File: src/rtl/mtg_pkg.sv
package mtg_pkg;
  typedef enum logic [1:0] {
    CMD_WRITE = 2'b00,
    CMD_READ  = 2'b01,
    CMD_NOP   = 2'b10
  } mtg_cmd_e;

  typedef enum logic [2:0] {
    ST_IDLE,
    ST_WRITE,
    ST_WDRAIN,
    ST_READ,
    ST_RDRAIN
  } mtg_state_e;

  localparam logic [15:0] PASS_MIX = 16'h9E37;
endpackage

File: src/rtl/mtg_pattern_gen.sv
module mtg_pattern_gen #(
  parameter int ADDR_W = 5,
  parameter int PASS_W = 4,
  parameter int DATA_W = 32
) (
  input  logic [ADDR_W-1:0] addr_i,
  input  logic [PASS_W-1:0] pass_i,
  output logic [DATA_W-1:0] data_o
);
  localparam int REPS = DATA_W / 16;

  logic [15:0] seed;
  logic [15:0] mix;

  assign mix  = 16'(pass_i) * mtg_pkg::PASS_MIX;
  assign seed = 16'(addr_i) ^ mix;

  for (genvar g = 0; g < REPS; g++) begin : g_rep
    assign data_o[g*16 +: 16] = seed;
  end
endmodule

File: src/rtl/mtg_sequencer.sv
module mtg_sequencer #(
  parameter int ADDR_W = 5,
  parameter int PASS_W = 4
) (
  input  logic              clk_i,
  input  logic              rst_ni,
  input  logic              calib_done_i,
  input  logic              cmd_full_i,
  input  logic              cmd_empty_i,
  input  logic              wd_full_i,
  input  logic              wd_empty_i,
  input  logic              rdq_full_i,
  input  logic              rdq_empty_i,
  output logic              wr_fire_o,
  output logic              rd_fire_o,
  output logic [ADDR_W-1:0] addr_o,
  output logic [PASS_W-1:0] pass_o
);
  import mtg_pkg::*;

  localparam logic [ADDR_W-1:0] LAST_ADDR = '1;

  mtg_state_e        state_q;
  logic [ADDR_W-1:0] addr_q;
  logic [PASS_W-1:0] pass_q;

  assign wr_fire_o = (state_q == ST_WRITE) && !cmd_full_i && !wd_full_i;
  assign rd_fire_o = (state_q == ST_READ) && !cmd_full_i && !rdq_full_i;
  assign addr_o    = addr_q;
  assign pass_o    = pass_q;

  always_ff @(posedge clk_i or negedge rst_ni) begin
    if (!rst_ni) begin
      state_q <= ST_IDLE;
      addr_q  <= '0;
      pass_q  <= '0;
    end else begin
      unique case (state_q)
        ST_IDLE: if (calib_done_i) state_q <= ST_WRITE;
        ST_WRITE: if (wr_fire_o) begin
          if (addr_q == LAST_ADDR) begin
            addr_q  <= '0;
            state_q <= ST_WDRAIN;
          end else begin
            addr_q <= addr_q + 1'b1;
          end
        end
        // writes must land before read-back starts
        ST_WDRAIN: if (cmd_empty_i && wd_empty_i) state_q <= ST_READ;
        ST_READ: if (rd_fire_o) begin
          if (addr_q == LAST_ADDR) begin
            addr_q  <= '0;
            state_q <= ST_RDRAIN;
          end else begin
            addr_q <= addr_q + 1'b1;
          end
        end
        ST_RDRAIN: if (rdq_empty_i) begin
          pass_q  <= pass_q + 1'b1;
          state_q <= ST_WRITE;
        end
        default: state_q <= ST_IDLE;
      endcase
    end
  end
endmodule

File: src/rtl/mtg_read_tracker.sv
module mtg_read_tracker #(
  parameter int DEPTH = 4,
  parameter int WIDTH = 9
) (
  input  logic             clk_i,
  input  logic             rst_ni,
  input  logic             push_i,
  input  logic [WIDTH-1:0] push_data_i,
  input  logic             pop_i,
  output logic [WIDTH-1:0] head_o,
  output logic             empty_o,
  output logic             full_o
);
  localparam int PTR_W = (DEPTH > 1) ? $clog2(DEPTH) : 1;
  localparam int CNT_W = $clog2(DEPTH + 1);
  localparam logic [PTR_W-1:0] LAST_SLOT = PTR_W'(DEPTH - 1);

  logic [WIDTH-1:0] slots_q [DEPTH];
  logic [PTR_W-1:0] wr_ptr_q, rd_ptr_q;
  logic [CNT_W-1:0] count_q;
  logic             do_push, do_pop;

  assign empty_o = (count_q == '0);
  assign full_o  = (count_q == CNT_W'(DEPTH));
  assign head_o  = slots_q[rd_ptr_q];
  assign do_push = push_i && !full_o;
  assign do_pop  = pop_i && !empty_o;

  always_ff @(posedge clk_i or negedge rst_ni) begin
    if (!rst_ni) begin
      wr_ptr_q <= '0;
      rd_ptr_q <= '0;
      count_q  <= '0;
    end else begin
      if (do_push) wr_ptr_q <= (wr_ptr_q == LAST_SLOT) ? '0 : wr_ptr_q + 1'b1;
      if (do_pop)  rd_ptr_q <= (rd_ptr_q == LAST_SLOT) ? '0 : rd_ptr_q + 1'b1;
      if (do_push && !do_pop)      count_q <= count_q + 1'b1;
      else if (do_pop && !do_push) count_q <= count_q - 1'b1;
    end
  end

  always_ff @(posedge clk_i) begin
    if (do_push) slots_q[wr_ptr_q] <= push_data_i;
  end
endmodule

File: src/rtl/mtg_compare.sv
module mtg_compare #(
  parameter int DATA_W = 32
) (
  input  logic              clk_i,
  input  logic              rst_ni,
  input  logic              rd_valid_i,
  input  logic [DATA_W-1:0] rd_data_i,
  input  logic [DATA_W-1:0] exp_data_i,
  input  logic              exp_avail_i,
  output logic              err_pulse_o,
  output logic              err_sticky_o
);
  logic bad;

  // a word with no read outstanding counts as a mismatch
  assign bad = rd_valid_i && (!exp_avail_i || (rd_data_i != exp_data_i));

  always_ff @(posedge clk_i or negedge rst_ni) begin
    if (!rst_ni) begin
      err_pulse_o  <= 1'b0;
      err_sticky_o <= 1'b0;
    end else begin
      err_pulse_o  <= bad;
      err_sticky_o <= err_sticky_o | bad;
    end
  end
endmodule

File: src/rtl/mem_traffic_gen.sv
module mem_traffic_gen #(
  parameter int ADDR_W    = 5,
  parameter int BANK_W    = 3,
  parameter int DATA_W    = 32,
  parameter int PASS_W    = 4,
  parameter int RDQ_DEPTH = 4
) (
  input  logic                clk_i,
  input  logic                rst_ni,
  input  logic                calib_done_i,
  input  logic                cmd_fifo_full_i,
  input  logic                cmd_fifo_empty_i,
  input  logic                wdata_fifo_full_i,
  input  logic                wdata_fifo_empty_i,
  input  logic                rd_valid_i,
  input  logic [DATA_W-1:0]   rd_data_i,
  output logic                cmd_en_o,
  output logic [1:0]          cmd_o,
  output logic [ADDR_W-1:0]   addr_o,
  output logic [BANK_W-1:0]   bank_o,
  output logic                wr_en_o,
  output logic [DATA_W-1:0]   wr_data_o,
  output logic [DATA_W/8-1:0] wr_mask_o,
  output logic                err_sticky_o,
  output logic                err_pulse_o
);
  import mtg_pkg::*;

  localparam int TAG_W  = PASS_W + ADDR_W;
  localparam int MASK_W = DATA_W / 8;

  logic              wr_fire, rd_fire;
  logic [ADDR_W-1:0] seq_addr;
  logic [PASS_W-1:0] seq_pass;
  logic              rdq_full, rdq_empty;
  logic [TAG_W-1:0]  rdq_head;
  logic [DATA_W-1:0] wr_pattern, exp_pattern;

  mtg_sequencer #(.ADDR_W(ADDR_W), .PASS_W(PASS_W)) i_seq (
    .clk_i        (clk_i),
    .rst_ni       (rst_ni),
    .calib_done_i (calib_done_i),
    .cmd_full_i   (cmd_fifo_full_i),
    .cmd_empty_i  (cmd_fifo_empty_i),
    .wd_full_i    (wdata_fifo_full_i),
    .wd_empty_i   (wdata_fifo_empty_i),
    .rdq_full_i   (rdq_full),
    .rdq_empty_i  (rdq_empty),
    .wr_fire_o    (wr_fire),
    .rd_fire_o    (rd_fire),
    .addr_o       (seq_addr),
    .pass_o       (seq_pass)
  );

  mtg_pattern_gen #(.ADDR_W(ADDR_W), .PASS_W(PASS_W), .DATA_W(DATA_W)) i_wr_pat (
    .addr_i (seq_addr),
    .pass_i (seq_pass),
    .data_o (wr_pattern)
  );

  mtg_read_tracker #(.DEPTH(RDQ_DEPTH), .WIDTH(TAG_W)) i_rdq (
    .clk_i       (clk_i),
    .rst_ni      (rst_ni),
    .push_i      (rd_fire),
    .push_data_i ({seq_pass, seq_addr}),
    .pop_i       (rd_valid_i),
    .head_o      (rdq_head),
    .empty_o     (rdq_empty),
    .full_o      (rdq_full)
  );

  mtg_pattern_gen #(.ADDR_W(ADDR_W), .PASS_W(PASS_W), .DATA_W(DATA_W)) i_exp_pat (
    .addr_i (rdq_head[ADDR_W-1:0]),
    .pass_i (rdq_head[TAG_W-1:ADDR_W]),
    .data_o (exp_pattern)
  );

  mtg_compare #(.DATA_W(DATA_W)) i_cmp (
    .clk_i        (clk_i),
    .rst_ni       (rst_ni),
    .rd_valid_i   (rd_valid_i),
    .rd_data_i    (rd_data_i),
    .exp_data_i   (exp_pattern),
    .exp_avail_i  (!rdq_empty),
    .err_pulse_o  (err_pulse_o),
    .err_sticky_o (err_sticky_o)
  );

  assign cmd_en_o  = wr_fire | rd_fire;
  assign cmd_o     = wr_fire ? CMD_WRITE : (rd_fire ? CMD_READ : CMD_NOP);
  assign addr_o    = seq_addr;
  assign bank_o    = seq_addr[BANK_W-1:0];
  assign wr_en_o   = wr_fire;
  assign wr_data_o = wr_fire ? wr_pattern : '0;
  assign wr_mask_o = {MASK_W{1'b0}};
endmodule

File: config.mk
export PLATFORM = sky130hd
export DESIGN_NAME = mem_traffic_gen
export DESIGN_NICKNAME = d
export VERILOG_FILES = /design/src/rtl/mtg_pkg.sv /design/src/rtl/mtg_pattern_gen.sv /design/src/rtl/mtg_sequencer.sv /design/src/rtl/mtg_read_tracker.sv /design/src/rtl/mtg_compare.sv /design/src/rtl/mem_traffic_gen.sv
export SDC_FILE = /design/constraint.sdc
export NUM_CORES = 1
export LEC_CHECK = 0
export BUFFER_PORTS_ARGS = -buffer_cell sky130_fd_sc_hd__buf_2
export CORE_ASPECT_RATIO = 0.9
export CORE_MARGIN = 2
export CORE_UTILIZATION = 42
export DETAILED_ROUTE_END_ITERATION = 16
export PLACE_DENSITY_LB_ADDON = 0.2
export SLEW_MARGIN = 10
export SYNTH_ARGS = -nofsm -noshare
export SYNTH_HDL_FRONTEND = slang
export SYNTH_SLANG_ARGS = --single-unit
export TNS_END_PERCENT = 5
File: constraint.sdc
create_clock -name clk_i -period 12.2 [get_ports clk_i]
set_clock_uncertainty 0.15 [all_clocks]
set_input_delay 1.22 -clock clk_i [delete_from_list [all_inputs] [get_ports clk_i]]
set_output_delay 1.22 -clock clk_i [all_outputs]
set_load 0.02 [all_outputs]
Word level (Yosys, flattened, before mapping) --
Memories as Yosys holds them, arrays and structs flattened. Cells that the tools add are included.
Storage, ports and cells: flip-flop bits (word level) 21, bits in writable memories 36, bits of input ports 40, output and inout bits 50, word-level logic and storage cells 82, memories 1
Cells by class: add/subtract/negate cells 6, multipliers 2, equality and inequality tests 16, multiplexer cells 21, bitwise logic cells 4, reduce and logical (&&, ||, !) cells 24
Memory list:
- i_rdq.slots_q | depth 4, width 9, rd ports 1, clocked after Yosys merged registers in 0, wr ports 1, line mtg_read_tracker.sv:18 | logic [WIDTH-1:0] slots_q [DEPTH];
Operators by type and width (count):
- 4-bit by 16-bit multiplier with 16-bit output (second input constant) | 2
- 32-bit two-way mux | 1
- 32-bit inequality test | 1
- 5-bit by 16-bit bitwise XOR with 16-bit output | 2
- 3-bit two-way mux | 9
- 5-bit two-way mux | 3
- 3-bit one-hot mux with 5 select lines | 1
- 1-bit logical AND | 10
- 5-bit one-hot mux with 2 select lines | 1
- 2-bit two-way mux | 4
- 2-bit inequality test (second input constant) | 4
- 7-bit AND reduction | 1
- 3-bit by 2-bit equality test with 1-bit output (second input constant) | 2
- 3-bit equality test (second input constant) | 2
- 1-bit logical NOT | 6
- 3-bit logical NOT | 2
- 2-bit by 1-bit inequality test with 1-bit output (second input constant) | 3
- 5-bit by 1-bit adder with 5-bit output (second input constant) | 1
- 5-bit equality test (second input constant) | 1
- 2-bit by 1-bit adder with 2-bit output (second input constant) | 2
- 4-bit by 1-bit adder with 4-bit output (second input constant) | 1
- 2-bit equality test (second input constant) | 2
- 2-bit nonzero test | 2
- 3-bit by 1-bit adder with 3-bit output (second input constant) | 1
- other kinds (7) | 9

Logic depth before layout (Yosys ltp) --
word-level depth 8, gate-level depth with buffers 17, depth with buffers taken out 15

Cells and area by module --
Synthesis repeated with hierarchy kept, for this count alone.
Unflattened totals: cell total of the unflattened synthesis 494, area, all modules 5246.3 µm²
Modules (own cells, without submodules):
- mtg_read_tracker | times used 1, cells an instance 84, area an instance 1739.2 µm²
- mtg_pattern_gen at i_exp_pat | times used 1, cells an instance 130, area an instance 1083.5 µm²
- mtg_pattern_gen at i_wr_pat | times used 1, cells an instance 124, area an instance 1038.5 µm²
- mtg_sequencer | times used 1, cells an instance 58, area an instance 645.6 µm²
- mtg_compare | times used 1, cells an instance 51, area an instance 430.4 µm²
- mem_traffic_gen | times used 1, cells an instance 47, area an instance 309.0 µm²

Least setup slack after synthesis --
No wires, ideal clock.
kind register -> output, start register i_seq.pass_q[1] (netlist: i_seq.pass_o[1]), end output port wr_data_o[26], arrival time 3.674 ns, data required time 10.830 ns, slack 7.156 ns, cell stages (with the launch flop) 13, path buffers 1, path through dfrtp_1 > fa_1 > fa_1 > ha_1 > nor2b_1 > o21ai_0 > a21boi_0 > o21a_1 > o21a_1 > o21a_1 > o21ai_0 > nor3b_1 > buf_4
Between the ends: longest elaborated chain between the ends 3
RTL lines:
- from (decl) | line mtg_sequencer.sv:25 | logic [PASS_W-1:0] pass_q;
- from (signal assigned) | line mtg_sequencer.sv:59 | pass_q <= pass_q + 1'b1;
- 4-bit by 16-bit multiplier with 16-bit output | line mtg_pattern_gen.sv:15 | assign mix = 16'(pass_i) * mtg_pkg::PASS_MIX;
- 5-bit by 16-bit bitwise XOR with 16-bit output | line mtg_pattern_gen.sv:16 | assign seed = 16'(addr_i) ^ mix;
- 32-bit two-way mux | line mem_traffic_gen.sv:94 | assign wr_data_o = wr_fire ? wr_pattern : '0;
- to (decl) | line mem_traffic_gen.sv:22 | output logic [DATA_W-1:0] wr_data_o,
Every way passes these cells.

Final worst setup path --
start register i_seq.pass_q[1] (netlist: i_seq.pass_o[1]), end output port wr_data_o[28]
Same word-level chain as after synthesis.

==> flow_metrics.py <==
metrics = {
    "run_status": {
        "status": "complete, no violations",
    },
    "critical_path": {
        "start_kind": "register",
        "cp-startpoint": "i_seq.pass_o[1]",
        "path_delay_family": "compound AO/OA/AOI/OAI gates",
        "crit_chain": "fa_1 -> fa_1 -> ha_1 -> nor2b_1 -> o21ai_0 -> a21boi_0 -> o21a_1 -> o21a_1 -> o21a_1 -> a2111oi_0 -> nor2_1 -> buf_2",
        "slowest_delay_ns": 0.57,
        "worstPathRequired_ns": 10.83,
        "worstRegToRegCells": 12,
        "worst-path-max-fanout": 10,
        "r2r_start": "i_rdq.rd_ptr_q[0]",
        "crit_type": "register to primary output",
        "cp.depth": 12,
        "end_kind": "primary output",
        "cp_common_cell": "o21a_1",
        "path_buf_inv": 1,
        "r2r_slack_ns": 6.95,
        "cp_slowest_cell": "fa_1",
        "crit_arrival_ns": 4.03,
    },
    "logic_synthesis": {
        "synth_edf_count": 36,
        "synth_area_um2": 5000,
        "synth_area_per_cell_um2": 9.82,
        "synthFlopType": "edfxtp_1",
        "synth_cells": 509,
        "synth_seq_cells": 57,
        "ys_seq_area_share_pct": 32.1,
        "async_reset_ff_share_pct": 36.8,
        "synth_cell_types": 58,
        "yosysWarnings": 0,
    },
    "timing": {
        "fin_crit_ns": 5.40,
        "final.setup.tns_ns": 0,
        "worst_pin_slew_ns": 0.753,
        "period_share_pct": 44.2,
        "relSlewSlack_pct": 49.3,
        "hold_violations": 0,
        "setup_viol": 0,
        "grt_setup_unrepaired": "false",
        "drv_slew": 0,
        "clock.fmax_mhz": 185,
    },
    "cts": {
        "tritoncts": "built",
        "cts_max_path_buffers": 2,
        "cts_sinks": 57,
        "clock_latency_ns": 0.32,
        "postCtsSetupRepairBufs": 0,
        "h-tree-depth": 3,
        "clk_pin_slew_ns": 0.05,
        "clock_tree.root_cell": "clkbuf_16",
        "post_cts_resized": 0,
        "numCtsBuffers": 9,
        "ctsHoldBuffers": 0,
    },
    "detailed_routing": {
        "wl_um": 10400,
        "first_iter_violations": 224,
        "drc_errors": 0,
        "dr.pass1.iters": 4,
        "wl_per_cell_um": 14.2,
        "routed_via_density": 5.24,
        "ant_nets": 0,
        "num_vias": 3839,
    },
    "power": {
        "cellPowerDensity_nw_per_um2": 167,
        "p_leak_nw": 2.52,
        "irDropWorstVdd_uv": 136,
    },
    "global_route": {
        "antenna_found_initial": 0,
        "grt_pass1_vias": 3630,
        "grt_util_all_layers_pct": 16.8,
        "grt_overflow": 0,
        "grt_max_degree": 22,
        "grt_pass1_wl_um": 17300,
    },
    "floorplan": {
        "die_y_um": 107,
        "die_x_um": 119,
        "core-area_um2": 11500,
        "dieArea_um2": 12800,
        "pin_count": 90,
        "num_rows": 37,
        "initial_core_util_pct": 43.4,
    },
    "place": {
        "placed_cells": 717,
        "post-dp-hpwl_um": 8300,
        "place.gp.congestion": 0.807,
        "port-buffer-count": 85,
    },
    "hold_path": {
        "holdCritStartpoint": "i_seq.state_q[2]",
        "holdPathStages": 1,
        "hold_path_class": "register to register",
    },
    "finish": {
        "finalNonFillerCells": 733,
        "fin_nets": 676,
        "drive_above_1_share_pct": 21.3,
        "diodes": 0,
        "areaGrowthSynthToFinish_pct": 13.1,
        "finish.utilization_pct": 49.0,
    },
    "flow_run": {
        "cap_violations": 0,
    },
}
-- per-layer routing --
layer | vias up | track usage [%] | part of all wire, %
met1 | 1794 | 23.0 | 49
met5 | - | 0 | 0
met2 | 102 | 28.4 | 46
met4 | 0 | 3.06 | 0.96
li1 | 1928 | - | -
met3 | 15 | 2.60 | 4.0
-- logic make-up (layout without fill, tap and decap cells) --
| logic type | count (synthesis) | in the layout | share of synthesized area (%) |
|---|---|---|---|
| simple gates | 154 | 154 | 15.2 |
| compound gates | 100 | 100 | 13.6 |
| buf+inv | 75 | 140 | 8.09 |
| fa+ha+maj | 65 | 65 | 18.2 |
| flops | 57 | 57 | 32.1 |
| xor+xnor | 34 | 34 | 5.96 |
| mux | 23 | 23 | 6.76 |
| other cells | 1 | 4 | 0.0750 |
-- cell usage in the layout, fill, tap and decap left out, types with 3 or more instances in the layout --
cell type,synthesis,final
conb_1,1,4
xnor2_1,23,23
clkinvlp_4,0,4
nand3_1,14,14
a211oi_1,8,8
a2111oi_2,3,3
a2111oi_0,4,4
nor2_1,35,35
nor3b_1,5,5
nand2_1,37,37
or2_2,3,3
fa_1,13,13
mux2_2,5,5
mux4_2,7,7
buf_2,2,85
o211ai_1,3,3
nor2b_1,3,3
o22ai_1,4,4
a31oi_1,6,6
o21a_1,6,6
mux2i_1,9,9
or3_1,7,7
and3_1,9,9
inv_1,38,38
a21oi_1,19,19
clkbuf_16,0,9
xor2_1,11,11
nor3_1,18,18
a21o_1,7,7
edfxtp_1,36,36
ha_1,51,51
dfrtp_1,21,21
o21ai_0,24,24
and2_1,10,10
nand2b_1,6,6
-- final timing paths --
| path | to |
|---|---|
| hold reg to reg | i_seq.state_q[1] |
| min in group asynchronous | i_rdq.rd_ptr_q[0] |
| hold / removal | i_seq.state_q[1] |
| setup reg to reg | i_cmp.err_sticky_o |
| setup / recovery | wr_data_o[28] |
| max in group asynchronous | i_seq.pass_o[1] |
-- cell type report --
class / instances / area [µm²]
clock buffers: 9 / 225
clock inverters: 7 / 56.3
fillers: 1105 / 5870
inverters: 39 / 146
multi-input cells: 380 / 3000
flip-flops and latches: 57 / 1610
well taps: 156 / 195
repair buffers: 85 / 425
-- cells in the mapped netlist (3+ instances only) --
cell type / instances / area (µm²)
buf_4: 28 / 210
and3_1: 9 / 56.3
and2_1: 10 / 62.6
a2111oi_0: 4 / 35.0
edfxtp_1: 36 / 1080
nor2_1: 35 / 131
nand3_1: 14 / 70.1
dfrtp_1: 21 / 526
nor2b_1: 3 / 18.8
a21oi_1: 19 / 95.1
a2111oi_2: 3 / 45.0
a21o_1: 7 / 52.6
nor3b_1: 5 / 37.5
xnor2_1: 23 / 201
xor2_1: 11 / 96.3
o211ai_1: 3 / 22.5
a211oi_1: 8 / 60.1
nand2_1: 37 / 139
inv_1: 38 / 143
mux2i_1: 9 / 90.1
o21ai_0: 24 / 120
ha_1: 51 / 638
mux4_2: 7 / 158
o21a_1: 6 / 45.0
mux2_2: 5 / 56.3
clkbuf_1: 4 / 15.0
or3_1: 7 / 43.8
or2_2: 3 / 18.8
o22ai_1: 4 / 25.0
a31oi_1: 6 / 37.5
nor3_1: 18 / 90.1
fa_1: 13 / 260
nand2b_1: 6 / 37.5
-- report_power, final --
group	internal, mW	switching [mW]
Sequential	0.241	0.0561
Combinational	0.184	0.234
Clock	0.138	0.0902
-- stage by stage --
stage	cell area (µm²)	worst slack [ns]	power, mW	hold WS (ns)
after floorplan	5010	7.16	0.638	0.319
after global placement	5370	7.12	0.711	0.351
after detailed placement	5370	6.94	0.719	0.364
after CTS	5650	6.79	0.950	0.372
after global routing	5650	6.47	1.02	0.406
final	5650	6.80	0.943	0.368
-- flip-flops by register name, indices dropped and copies added, names as in the netlist --
name	cells
i_rdq.slots_q	36
i_cmp.err_sticky_o	1
i_seq.pass_o	4
i_cmp.err_pulse_o	1
i_rdq.rd_ptr_q	2
i_rdq.wr_ptr_q	2
i_rdq.count_q	3
i_seq.state_q	3
i_seq.addr_o	5
(Power assumes the default switching activity.)
